File: config.mk
export PLATFORM = sky130hd
export DESIGN_NAME = wake_timer_irq
export DESIGN_NICKNAME = d
export VERILOG_FILES = /design/src/rtl/wake_pkg.sv /design/src/rtl/wake_counter.sv /design/src/rtl/wake_irq.sv /design/src/rtl/wake_regs.sv /design/src/rtl/wake_timer_irq.sv
export SDC_FILE = /design/constraint.sdc
export NUM_CORES = 1
export LEC_CHECK = 0
export CAP_MARGIN = 20
export CORE_UTILIZATION = 50
export DETAILED_ROUTE_END_ITERATION = 10
export PLACE_DENSITY_LB_ADDON = 0.25
export SETUP_SLACK_MARGIN = 0.5
export SKIP_CTS_REPAIR_TIMING = 1
export SYNTH_ARGS = -nofsm -noshare
export SYNTH_HDL_FRONTEND = slang
export SYNTH_SLANG_ARGS = --single-unit
File: constraint.sdc
create_clock -name clk_i -period 3.25 [get_ports clk_i]
set_clock_uncertainty 0.1 [all_clocks]
set_input_delay 0.975 -clock clk_i [delete_from_list [all_inputs] [get_ports clk_i]]
set_output_delay 0.975 -clock clk_i [all_outputs]
set_load 0.1 [all_outputs]
File: src/rtl/wake_pkg.sv
package wake_pkg;
  localparam int unsigned ADDR_W = 10;
  localparam int unsigned DATA_W = 8;
  localparam int unsigned CNT_W  = 16;

  localparam logic [ADDR_W-1:0] A_MASK   = 10'h100;
  localparam logic [ADDR_W-1:0] A_STAT   = 10'h101;
  localparam logic [ADDR_W-1:0] A_CNT_HI = 10'h102;
  localparam logic [ADDR_W-1:0] A_THR_HI = 10'h104;
  localparam logic [ADDR_W-1:0] A_CFG    = 10'h106;

  typedef struct packed {
    logic       rsv7;
    logic       rc_en;
    logic       xtal_en;
    logic       clk_rc;
    logic       bkram;
    logic [1:0] rsv21;
    logic       arm;
  } cfg_t;

  localparam logic [DATA_W-1:0] CFG_WMASK = 8'h79;
endpackage

File: src/rtl/wake_counter.sv
module wake_counter
  import wake_pkg::*;
#(
  parameter int unsigned W = CNT_W
) (
  input  logic         clk_i,
  input  logic         rst_ni,
  input  logic         wake_i,
  input  logic         arm_i,
  input  logic [W-1:0] thr_i,
  output logic [W-1:0] cnt_o,
  output logic         wrap_o
);
  logic [W-1:0] cnt_q;
  logic [W:0]   nxt;
  logic         hit;

  assign hit    = wake_i & arm_i;
  assign nxt    = {1'b0, cnt_q} + {{W{1'b0}}, 1'b1};
  // strictly greater, 17-bit so 0xFFFF+1 compares correctly
  assign wrap_o = hit & (nxt > {1'b0, thr_i});
  assign cnt_o  = cnt_q;

  always_ff @(posedge clk_i or negedge rst_ni) begin
    if (!rst_ni)     cnt_q <= '0;
    else if (wrap_o) cnt_q <= '0;
    else if (hit)    cnt_q <= nxt[W-1:0];
  end


  incr_chk: assert property (@(posedge clk_i) disable iff (!rst_ni)
    (hit && !wrap_o) |=> cnt_q == $past(cnt_q) + 1'b1);

  unarmed_hold_chk: assert property (@(posedge clk_i) disable iff (!rst_ni)
    !hit |=> $stable(cnt_q));

  wrap_clear_chk: assert property (@(posedge clk_i) disable iff (!rst_ni)
    wrap_o |=> cnt_q == '0);
endmodule

File: src/rtl/wake_irq.sv
module wake_irq (
  input  logic clk_i,
  input  logic rst_ni,
  input  logic wrap_i,
  input  logic mask_en_i,
  input  logic clr_i,
  output logic irq_o,
  output logic off_req_o
);
  logic irq_q, off_q, evt;

  assign evt = wrap_i & mask_en_i;

  always_ff @(posedge clk_i or negedge rst_ni) begin
    if (!rst_ni) begin
      irq_q <= 1'b0;
      off_q <= 1'b0;
    end else begin
      off_q <= evt;
      if (evt)        irq_q <= 1'b1;  // event beats clear
      else if (clr_i) irq_q <= 1'b0;
    end
  end

  assign irq_o     = irq_q;
  assign off_req_o = off_q;


  off_with_irq_chk: assert property (@(posedge clk_i) disable iff (!rst_ni)
    off_q |-> irq_q);

  irq_hold_chk: assert property (@(posedge clk_i) disable iff (!rst_ni)
    (irq_q && !clr_i) |=> irq_q);

  masked_quiet_chk: assert property (@(posedge clk_i) disable iff (!rst_ni)
    (!irq_q && !evt) |=> !irq_q);
endmodule

File: src/rtl/wake_regs.sv
module wake_regs
  import wake_pkg::*;
#(
  parameter int unsigned W = CNT_W
) (
  input  logic              clk_i,
  input  logic              rst_ni,
  input  logic              wr_i,
  input  logic              rd_i,
  input  logic [ADDR_W-1:0] addr_i,
  input  logic [DATA_W-1:0] wdata_i,
  input  logic [W-1:0]      cnt_i,
  input  logic              irq_i,
  output logic [DATA_W-1:0] rdata_o,
  output cfg_t              cfg_o,
  output logic [DATA_W-1:0] mask_o,
  output logic [W-1:0]      thr_o,
  output logic              irq_clr_o
);
  localparam int unsigned NB = W / DATA_W;
  localparam int unsigned SW = W - DATA_W;

  logic [DATA_W-1:0] cfg_q, mask_q;
  logic [W-1:0]      thr_q;
  logic [SW-1:0]     shadow_q;
  logic [W-1:0]      cnt_view;

  always_ff @(posedge clk_i or negedge rst_ni) begin
    if (!rst_ni) begin
      cfg_q  <= '0;
      mask_q <= '0;
    end else if (wr_i) begin
      if (addr_i == A_CFG)  cfg_q  <= wdata_i & CFG_WMASK;
      if (addr_i == A_MASK) mask_q <= wdata_i;
    end
  end

  // threshold byte lanes, big-endian addressing
  for (genvar b = 0; b < NB; b++) begin : g_thr
    localparam logic [ADDR_W-1:0] LANE_A = ADDR_W'(A_THR_HI + (NB - 1 - b));
    always_ff @(posedge clk_i or negedge rst_ni) begin
      if (!rst_ni)                         thr_q[b*DATA_W +: DATA_W] <= '0;
      else if (wr_i && addr_i == LANE_A)   thr_q[b*DATA_W +: DATA_W] <= wdata_i;
    end
  end

  // high-byte read snapshots the lower bytes
  always_ff @(posedge clk_i or negedge rst_ni) begin
    if (!rst_ni)                         shadow_q <= '0;
    else if (rd_i && addr_i == A_CNT_HI) shadow_q <= cnt_i[SW-1:0];
  end

  assign cnt_view  = {cnt_i[W-1 -: DATA_W], shadow_q};
  assign irq_clr_o = wr_i && (addr_i == A_STAT) && wdata_i[0];

  always_comb begin
    rdata_o = '0;
    if (addr_i == A_MASK) rdata_o = mask_q;
    if (addr_i == A_STAT) rdata_o = {{(DATA_W-1){1'b0}}, irq_i};
    if (addr_i == A_CFG)  rdata_o = cfg_q;
    for (int b = 0; b < int'(NB); b++) begin
      if (addr_i == ADDR_W'(A_CNT_HI + (NB - 1 - b))) rdata_o = cnt_view[b*DATA_W +: DATA_W];
      if (addr_i == ADDR_W'(A_THR_HI + (NB - 1 - b))) rdata_o = thr_q[b*DATA_W +: DATA_W];
    end
  end

  assign cfg_o  = cfg_t'(cfg_q);
  assign mask_o = mask_q;
  assign thr_o  = thr_q;


  cfg_rsv_zero_chk: assert property (@(posedge clk_i) disable iff (!rst_ni)
    (wr_i && addr_i == A_CFG) |=> (cfg_q & ~CFG_WMASK) == '0);

  shadow_cap_chk: assert property (@(posedge clk_i) disable iff (!rst_ni)
    (rd_i && addr_i == A_CNT_HI) |=> shadow_q == $past(cnt_i[SW-1:0]));
endmodule

File: src/rtl/wake_timer_irq.sv
module wake_timer_irq
  import wake_pkg::*;
(
  input  logic              clk_i,
  input  logic              rst_ni,
  input  logic              wake_i,
  input  logic              reg_wr_i,
  input  logic              reg_rd_i,
  input  logic [ADDR_W-1:0] reg_addr_i,
  input  logic [DATA_W-1:0] reg_wdata_i,
  output logic [DATA_W-1:0] reg_rdata_o,
  output logic              irq_o,
  output logic              off_req_o,
  output logic              rc_osc_en_o,
  output logic              xtal_en_o,
  output logic              clk_sel_rc_o,
  output logic              bkram_pwr_o
);
  cfg_t              cfg;
  logic [DATA_W-1:0] mask;
  logic [CNT_W-1:0]  thr, cnt;
  logic              wrap, irq_clr, irq;

  wake_regs #(.W(CNT_W)) u_regs (
    .clk_i     (clk_i),
    .rst_ni    (rst_ni),
    .wr_i      (reg_wr_i),
    .rd_i      (reg_rd_i),
    .addr_i    (reg_addr_i),
    .wdata_i   (reg_wdata_i),
    .cnt_i     (cnt),
    .irq_i     (irq),
    .rdata_o   (reg_rdata_o),
    .cfg_o     (cfg),
    .mask_o    (mask),
    .thr_o     (thr),
    .irq_clr_o (irq_clr)
  );

  wake_counter #(.W(CNT_W)) u_cnt (
    .clk_i  (clk_i),
    .rst_ni (rst_ni),
    .wake_i (wake_i),
    .arm_i  (cfg.arm),
    .thr_i  (thr),
    .cnt_o  (cnt),
    .wrap_o (wrap)
  );

  wake_irq u_irq (
    .clk_i     (clk_i),
    .rst_ni    (rst_ni),
    .wrap_i    (wrap),
    .mask_en_i (mask[0]),
    .clr_i     (irq_clr),
    .irq_o     (irq),
    .off_req_o (off_req_o)
  );

  assign irq_o        = irq;
  assign rc_osc_en_o  = cfg.rc_en;
  assign xtal_en_o    = cfg.xtal_en;
  assign clk_sel_rc_o = cfg.clk_rc;
  assign bkram_pwr_o  = cfg.bkram;
endmodule

==> run_results.csv, run 1 <==
group,metric,value,unit
drt,drt_iter0_drc,323,
global_route,first_pass_grt_wire_length,15900,microns
sta,final.setup.tns,-0.00838,ns
logic_synthesis,yosys.cell_types.count,56,
worst_setup_path,worst-path-max-fanout,6,
hold_path,path_category_of_the_worst_min_delay_check,"flop to flop",
finish,layout_commonest_cell,"sky130_fd_sc_hd__nand2_1",
worst_setup_path,regToRegSetupSlack,-0.008,ns
finish,drive_gt1_frac,0.380,
floorplanning,die_width,86.0,microns
logic_synthesis,synth_top_cells_by_area,"sky130_fd_sc_hd__dfrtp_1, sky130_fd_sc_hd__mux2_2, sky130_fd_sc_hd__nand2_1, sky130_fd_sc_hd__ha_1, sky130_fd_sc_hd__o211ai_1",
global_route,antenna_found_initial,0,
logic_synthesis,netlist.area_leader.share,0.390,
sta,grt_setup_unrepaired,"true",
sta,final-setup-viol-count,1,
worst_setup_path,cp.buffers_inverters,1,
finish,num-nets-final,500,
cts,cts_num_sinks,55,
logic_synthesis,synth_largest_area_cell,"sky130_fd_sc_hd__dfrtp_1",
floorplanning,row_count,30,
logic_synthesis,post_synth_instance_area,3530,sq um
global_route,grt_start_max_net_pins,23,
pwr,power.density,268,nW/um^2
pwr,total_leakage_power,2.26,nW
global_route,track_usage,0.281,
place,port-buffer-count,36,
logic_synthesis,seq_area_frac_synth,0.390,
drt,antenna_left,0,
floorplanning,start_util,0.519,
worst_setup_path,path_cells,"nand3_2 > nor3_4 > nand3_1 > xnor2_2 > ha_1 > o21ai_0 > o21a_1 > o21ai_2 > o32ai_4 > o21ai_4 > buf_12 > a32o_1",
cts,clkTransAtPathRegs,0.10,ns
run,cap_viol_max_count,0,
sta,timing.final.crit_period,3.26,ns
status,violations,"negative setup slack",
floorplanning,io_pins,37,
cts,cts_buffer_depth,2,
cts,cts_tree,"yes",
sta,slew-limit-headroom,0.490,
sta,final_critical_path_setup_slack,-0.00838,ns
worst_setup_path,startpoint_type,"flop",
logic_synthesis,ys_dominant_reg_cell,"sky130_fd_sc_hd__dfrtp_1",
worst_setup_path,worst_setup_path_end_kind,"flop",
cts,h-tree-depth,2,
sta,hold_viol,0,
pwr,ir_drop,0.184,mV
logic_synthesis,synth-warning-count,0,
logic_synthesis,postSynthNetCount,424,
sta,fmax,307,MHz
finish,layoutNonFillerInstCount,557,
finish,antenna_cells_inserted,0,
cts,cts-buffers-inserted,5,
place,place.detailed.instances,535,
drt,drt_drc_violations_left,0,
place,gp_routability_congestion,0.919,
drt,dr.pass1.iters,5,
floorplanning,die_area,7400,sq um
drt,via_count,3351,
worst_setup_path,worst-endpoint-required,3.35,ns
logic_synthesis,synth_enable_flop_cells,0,
logic_synthesis,async_reset_ff_frac,1.00,
sta,final.period_utilization,1.00,
finish,fillers,489,
worst_setup_path,cp_slowest_cell,"sky130_fd_sc_hd__dfrtp_1",
logic_synthesis,postSynthCellCount,384,
cts,cts.root.buffer_cell,"sky130_fd_sc_hd__clkbuf_8",
place,place_hpwl,7870,microns
logic_synthesis,synth.avg_cell_area,9.19,sq um
worst_setup_path,path_class,"flop to flop",
sta,final_max_slew_viol_count,0,
finish,flow.area_growth_from_synthesis,42.7,%
global_route,vias_in_the_first_global_route,3190,
status,outcome,"finished with violations",
drt,vias_per_cell,6.02,
drt,routedWlPerCell,19.8,microns
sta,worst_pin_slew,0.763,ns
logic_synthesis,synth-seq-cells,55,
worst_setup_path,critPathMaxStageDelay,0.48,ns
floorplanning,vert_die_dim,86.0,microns
drt,wl,11100,microns
cts,insertion_delay,0.31,ns
floorplanning,core_area,6790,sq um
finish,layout_common_cells,"sky130_fd_sc_hd__nand2_1, sky130_fd_sc_hd__dfrtp_1, sky130_fd_sc_hd__buf_4, sky130_fd_sc_hd__o21ai_0, sky130_fd_sc_hd__mux2_2",
global_route,grt_overflow,0,
sta,fin_worst_hold_slack,0.421,ns
worst_setup_path,worst_path_arrival,3.36,ns
worst_setup_path,path_delay_family,"compound AO/OA/AOI/OAI gates",
[Yosys cell counts (all sizes together) (9+ instances only)]
cell type	n
nand2	60
dfrtp	55
o21ai	31
mux2	21
o211ai	19
ha	17
inv	17
nor2	17
nand3	16
clkbuf	14
buf	12
nor3	11
xnor2	9
[where the power goes]
part           internal, mW  total, mW  switching [mW]  leakage (nW)
combinational         0.120      0.260           0.139          1.59
sequential            0.696      0.709          0.0129         0.625
clock                 0.151      0.379           0.228        0.0412
[registers in the layout (all words and copies together) (netlist names)]
| signal | cells |
|---|---|
| u_cnt.cnt_o | 16 |
| u_irq.irq_o | 1 |
| u_irq.off_req_o | 1 |
| u_regs.cfg_o | 5 |
| u_regs.mask_o | 8 |
| u_regs.shadow_q | 8 |
| u_regs.thr_o | 16 |
[routing by layer]
metal  GRT usage  up-vias  wire length (microns)
met1       0.363     1648                   4590
met4      0.0697        0                    234
li1            -     1547                      -
met2       0.488      129                   5610
met3      0.0481       27                    624
met5           0        -                      0
[worst register-to-register path, cell delays in order (launching register included)]
cell and delay [ns]:
sky130_fd_sc_hd__dfrtp_1 0.48, sky130_fd_sc_hd__nand3_2 0.16, sky130_fd_sc_hd__nor3_4 0.28, sky130_fd_sc_hd__nand3_1 0.21, sky130_fd_sc_hd__xnor2_2 0.19, sky130_fd_sc_hd__ha_1 0.33
sky130_fd_sc_hd__o21ai_0 0.23, sky130_fd_sc_hd__o21a_1 0.16, sky130_fd_sc_hd__o21ai_2 0.08, sky130_fd_sc_hd__o32ai_4 0.38, sky130_fd_sc_hd__o21ai_4 0.15, sky130_fd_sc_hd__buf_12 0.19
sky130_fd_sc_hd__a32o_1 0.21
[layout make-up]
cell class              count  area, sq um  share of cell area
repair buffers             95          960               0.191
clock buffers               6         72.6              0.0144
multi-input cells         286         2430               0.482
clock inverters             2         12.5             0.00249
well taps                  96          120              0.0239
flip-flops and latches     55         1380               0.274
inverters                  17         63.8              0.0127
[final timing paths]
path,from,to,cells past startpoint
max in group asynchronous,rst_ni,u_cnt.cnt_o[1]$_DFFE_PN0P_,2
min in group asynchronous,rst_ni,u_regs.thr_o[9]$_DFFE_PN0P_,1
worst min-delay path,u_regs.mask_o[7]$_DFFE_PN0P_,u_regs.mask_o[7]$_DFFE_PN0P_,1
worst max-delay path,u_cnt.cnt_o[2]$_DFFE_PN0P_,u_irq.irq_o$_DFFE_PN0P_,12
worst min register to register,u_regs.mask_o[7]$_DFFE_PN0P_,u_regs.mask_o[7]$_DFFE_PN0P_,1
worst max register to register,u_cnt.cnt_o[2]$_DFFE_PN0P_,u_irq.irq_o$_DFFE_PN0P_,12
[per-stage QoR]
stage / area, sq um / util / power [mW] / worst slack [ns]
after global routing: 5030 / 0.741 / 1.39 / -0.235
final: 5030 / 0.741 / 1.35 / -0.00838
after CTS: 4640 / 0.683 / 1.30 / -0.442
after detailed placement: 4560 / 0.671 / 0.929 / -0.432
after floorplan: 3850 / - / 0.832 / -0.0271
after global placement: 4560 / 0.671 / 0.922 / -0.421
[cell families (layout without fill, tap and decap cells)]
logic type / after synthesis / count (layout) / synth area share
buffers and inverters: 43 / 120 / 0.0532
DFF: 55 / 55 / 0.390
and+or+nand+nor: 140 / 140 / 0.203
AOI/OAI and AO/OA: 92 / 92 / 0.185
adders and majority gates: 17 / 17 / 0.0603
muxes: 24 / 24 / 0.0755
xor gates and xnor gates: 13 / 13 / 0.0323
No activity file was read; power rests on OpenSTA's default activity.
==> inputs of run 2 (changes only) <==
--- a/config.mk
+++ b/config.mk
@@ -5,6 +5,7 @@
 export SDC_FILE = /design/constraint.sdc
 export NUM_CORES = 1
 export LEC_CHECK = 0
+export ABC_CLOCK_PERIOD_IN_PS = 3250
 export CAP_MARGIN = 20
 export CORE_UTILIZATION = 50
 export DETAILED_ROUTE_END_ITERATION = 10
==> results of run 2 <==
Same layout as run 1: the final DEF is identical, and so are final timing and power.
==> inputs of run 3 (changes only) <==
--- a/config.mk
+++ b/config.mk
@@ -5,9 +5,11 @@
 export SDC_FILE = /design/constraint.sdc
 export NUM_CORES = 1
 export LEC_CHECK = 0
-export ABC_CLOCK_PERIOD_IN_PS = 3250
+export ABC_CLOCK_PERIOD_IN_PS = 3000
 export CAP_MARGIN = 20
-export CORE_UTILIZATION = 50
+export CELL_PAD_IN_SITES_DETAIL_PLACEMENT = 1
+export CELL_PAD_IN_SITES_GLOBAL_PLACEMENT = 2
+export CORE_UTILIZATION = 36
 export DETAILED_ROUTE_END_ITERATION = 10
 export PLACE_DENSITY_LB_ADDON = 0.25
 export SETUP_SLACK_MARGIN = 0.5
==> constraint.sdc (replaced) <==
create_clock -name clk_i -period 3 [get_ports clk_i]
set_clock_uncertainty 0.1 [all_clocks]
set_input_delay 0.9 -clock clk_i [delete_from_list [all_inputs] [get_ports clk_i]]
set_output_delay 0.9 -clock clk_i [all_outputs]
set_load 0.1 [all_outputs]
==> run 3 against run 2 <==
  * The flow still finishes with violations (negative setup slack)
  * Sequential cell count did not move
  * Maximum frequency about the same
  * Cell area up 7.4%
  * Die area is 38% higher
==> run_results.csv, run 3 (synthesis results as in run 1) <==
group,metric,value,unit
finish,finalInstanceArea,5410,sq um
drt,met2RoutedLength,6980,microns
worst_setup_path,cp.buffers_inverters,1,
sta,final_critical_path_setup_slack,-0.259,ns
cts,cts_tree,"yes",
drt,via_count,3519,
global_route,grt_overflow,0,
worst_setup_path,critPathMaxStageDelay,0.42,ns
sta,final.setup.tns,-4.68,ns
finish,layout_commonest_cell,"sky130_fd_sc_hd__buf_4",
drt,drt_iter0_drc,126,
floorplanning,io_pins,37,
floorplanning,die_area,10200,sq um
worst_setup_path,path_delay_family,"simple AND/OR/NAND/NOR gates",
sta,final_max_slew_viol_count,0,
worst_setup_path,path_class,"flop to flop",
global_route,first_pass_grt_wire_length,20200,microns
drt,vias_per_cell,5.65,
drt,wl,13500,microns
cts,h-tree-depth,2,
sta,fmax,307,MHz
run,cap_viol_max_count,0,
worst_setup_path,worst-path-max-fanout,6,
pwr,total_power,1.52,mW
drt,antenna_left,0,
global_route,track_usage,0.266,
sta,final-setup-viol-count,26,
cts,cts-buffers-inserted,5,
pwr,power.density,282,nW/um^2
finish,flow.area_growth_from_synthesis,53.3,%
cts,cts.root.buffer_cell,"sky130_fd_sc_hd__clkbuf_8",
pwr,total_switching_power,439,uW
cts,clkTransAtPathRegs,0.11,ns
pwr,total_leakage_power,2.43,nW
place,port-buffer-count,36,
sta,hold_viol,0,
pwr,ir_drop,0.163,mV
global_route,grt_start_max_net_pins,29,
pwr,intPower,1.09,mW
drt,dr.pass1.iters,5,
sta,grt_setup_unrepaired,"true",
finish,antenna_cells_inserted,0,
pwr,power.share.combinational,0.200,
worst_setup_path,worst_setup_path_end_kind,"flop",
pwr,seq_pwr_share,0.504,
floorplanning,row_count,35,
drt,drt-met1-wl,5620,microns
cts,cts_buffer_depth,2,
pwr,switching_power_share_of_the_total,0.288,
place,place_hpwl,9800,microns
place,dpl_worst_slack,-0.583,ns
floorplanning,start_util,0.377,
finish,layout_common_cells,"sky130_fd_sc_hd__buf_4, sky130_fd_sc_hd__nand2_1, sky130_fd_sc_hd__dfrtp_1, sky130_fd_sc_hd__o21ai_0, sky130_fd_sc_hd__mux2_2",
place,placed_cell_area,4860,sq um
cts,cts_num_sinks,55,
worst_setup_path,path_cells,"ha_4 > nand4_1 > nor3_2 > nand3_1 > xnor2_1 > ha_1 > and4_4 > nand3_4 > a21oi_2 > o32ai_4 > buf_4 > o21ai_4 > o41ai_2",
status,outcome,"finished with violations",
sta,timing.final.crit_period,3.26,ns
sta,slew-limit-headroom,0.407,
hold_path,path_category_of_the_worst_min_delay_check,"flop to flop",
pwr,pwr-share-clk,0.296,
cts,insertion_delay,0.31,ns
sta,final.period_utilization,1.09,
floorplanning,vert_die_dim,101,microns
global_route,vias_in_the_first_global_route,3660,
worst_setup_path,worst-endpoint-required,3.12,ns
worst_setup_path,worst_path_arrival,3.37,ns
floorplanning,die_width,101,microns
worst_setup_path,startpoint_type,"flop",
floorplanning,core_area,9370,sq um
finish,num-nets-final,533,
finish,drive_gt1_frac,0.413,
drt,wl_met3,448,microns
drt,top_layer,"met4",
worst_setup_path,cp_slowest_cell,"sky130_fd_sc_hd__dfrtp_2",
place,gp_routability_congestion,0.814,
global_route,antenna_found_initial,0,
drt,drt_drc_violations_left,0,
drt,routedWlPerCell,21.6,microns
sta,worst_pin_slew,0.887,ns
status,violations,"negative setup slack",
-- run 3: changes by cell type in the layout (fill, tap and decap cells not counted), sizes merged --
cell | before | now
buf | 76 | 108
clkdlybuf4s50 | 11 | 12
clkinvlp | 1 | 0
o21ai | 31 | 32
-- run 3: final timing paths --
path                            cells past startpoint                           end  slack (ns)                         start
worst max-delay path                               13    u_cnt.cnt_o[8]$_DFFE_PN0P_       -0.26    u_cnt.cnt_o[0]$_DFFE_PN0P_
worst min-delay path                                1  u_regs.mask_o[2]$_DFFE_PN0P_        0.42  u_regs.mask_o[2]$_DFFE_PN0P_
worst max register to register                     13    u_cnt.cnt_o[8]$_DFFE_PN0P_       -0.26    u_cnt.cnt_o[0]$_DFFE_PN0P_
worst min register to register                      1  u_regs.mask_o[2]$_DFFE_PN0P_        0.42  u_regs.mask_o[2]$_DFFE_PN0P_
max in group asynchronous                           2   u_cnt.cnt_o[12]$_DFFE_PN0P_        1.69                        rst_ni
min in group asynchronous                           1  u_regs.mask_o[6]$_DFFE_PN0P_        0.52                        rst_ni
-- run 3: through the flow --
stage | hold WS (ns) | util | std cells
6_report | 0.424 | 0.577 | 623
5_1_grt | 0.441 | 0.577 | 623
4_1_cts | 0.425 | 0.529 | 606
3_5_place_dp | 0.401 | 0.519 | 598
3_3_place_gp | 0.389 | 0.519 | 598
2_1_floorplan | 0.374 | - | 384
-- run 3: layer usage --
metal	vias to the layer above	track usage
li1	1608	-
met1	1794	0.338
met2	92	0.481
met3	25	0.0277
met4	0	0.0725
met5	-	0
-- run 3: power groups by stage --
stage	sequential, mW	combinational (mW)	clock [mW]
after floorplan	0.784	0.117	0
after CTS	0.767	0.241	0.465
after global placement	0.781	0.230	0
after detailed placement	0.781	0.239	0
final	0.768	0.305	0.452
after global routing	0.770	0.325	0.483
-- run 3: worst reg2reg max path, cell delays in order (launching register included) --
cell and delay (ns):
sky130_fd_sc_hd__dfrtp_2 0.42, sky130_fd_sc_hd__ha_4 0.17, sky130_fd_sc_hd__nand4_1 0.17, sky130_fd_sc_hd__nor3_2 0.28, sky130_fd_sc_hd__nand3_1 0.17, sky130_fd_sc_hd__xnor2_1 0.17, sky130_fd_sc_hd__ha_1 0.31, sky130_fd_sc_hd__and4_4 0.16
sky130_fd_sc_hd__nand3_4 0.13, sky130_fd_sc_hd__a21oi_2 0.07, sky130_fd_sc_hd__o32ai_4 0.39, sky130_fd_sc_hd__buf_4 0.20, sky130_fd_sc_hd__o21ai_4 0.11, sky130_fd_sc_hd__o41ai_2 0.32
-- run 3: layout make-up --
cell class | count | area, sq um
multi-input cells | 287 | 2450
clock inverters | 1 | 8.76
flip-flops and latches | 55 | 1380
clock buffers | 7 | 86.3
repair buffers | 127 | 1250
fillers | 1059 | 3960
inverters | 17 | 63.8
well taps | 129 | 161
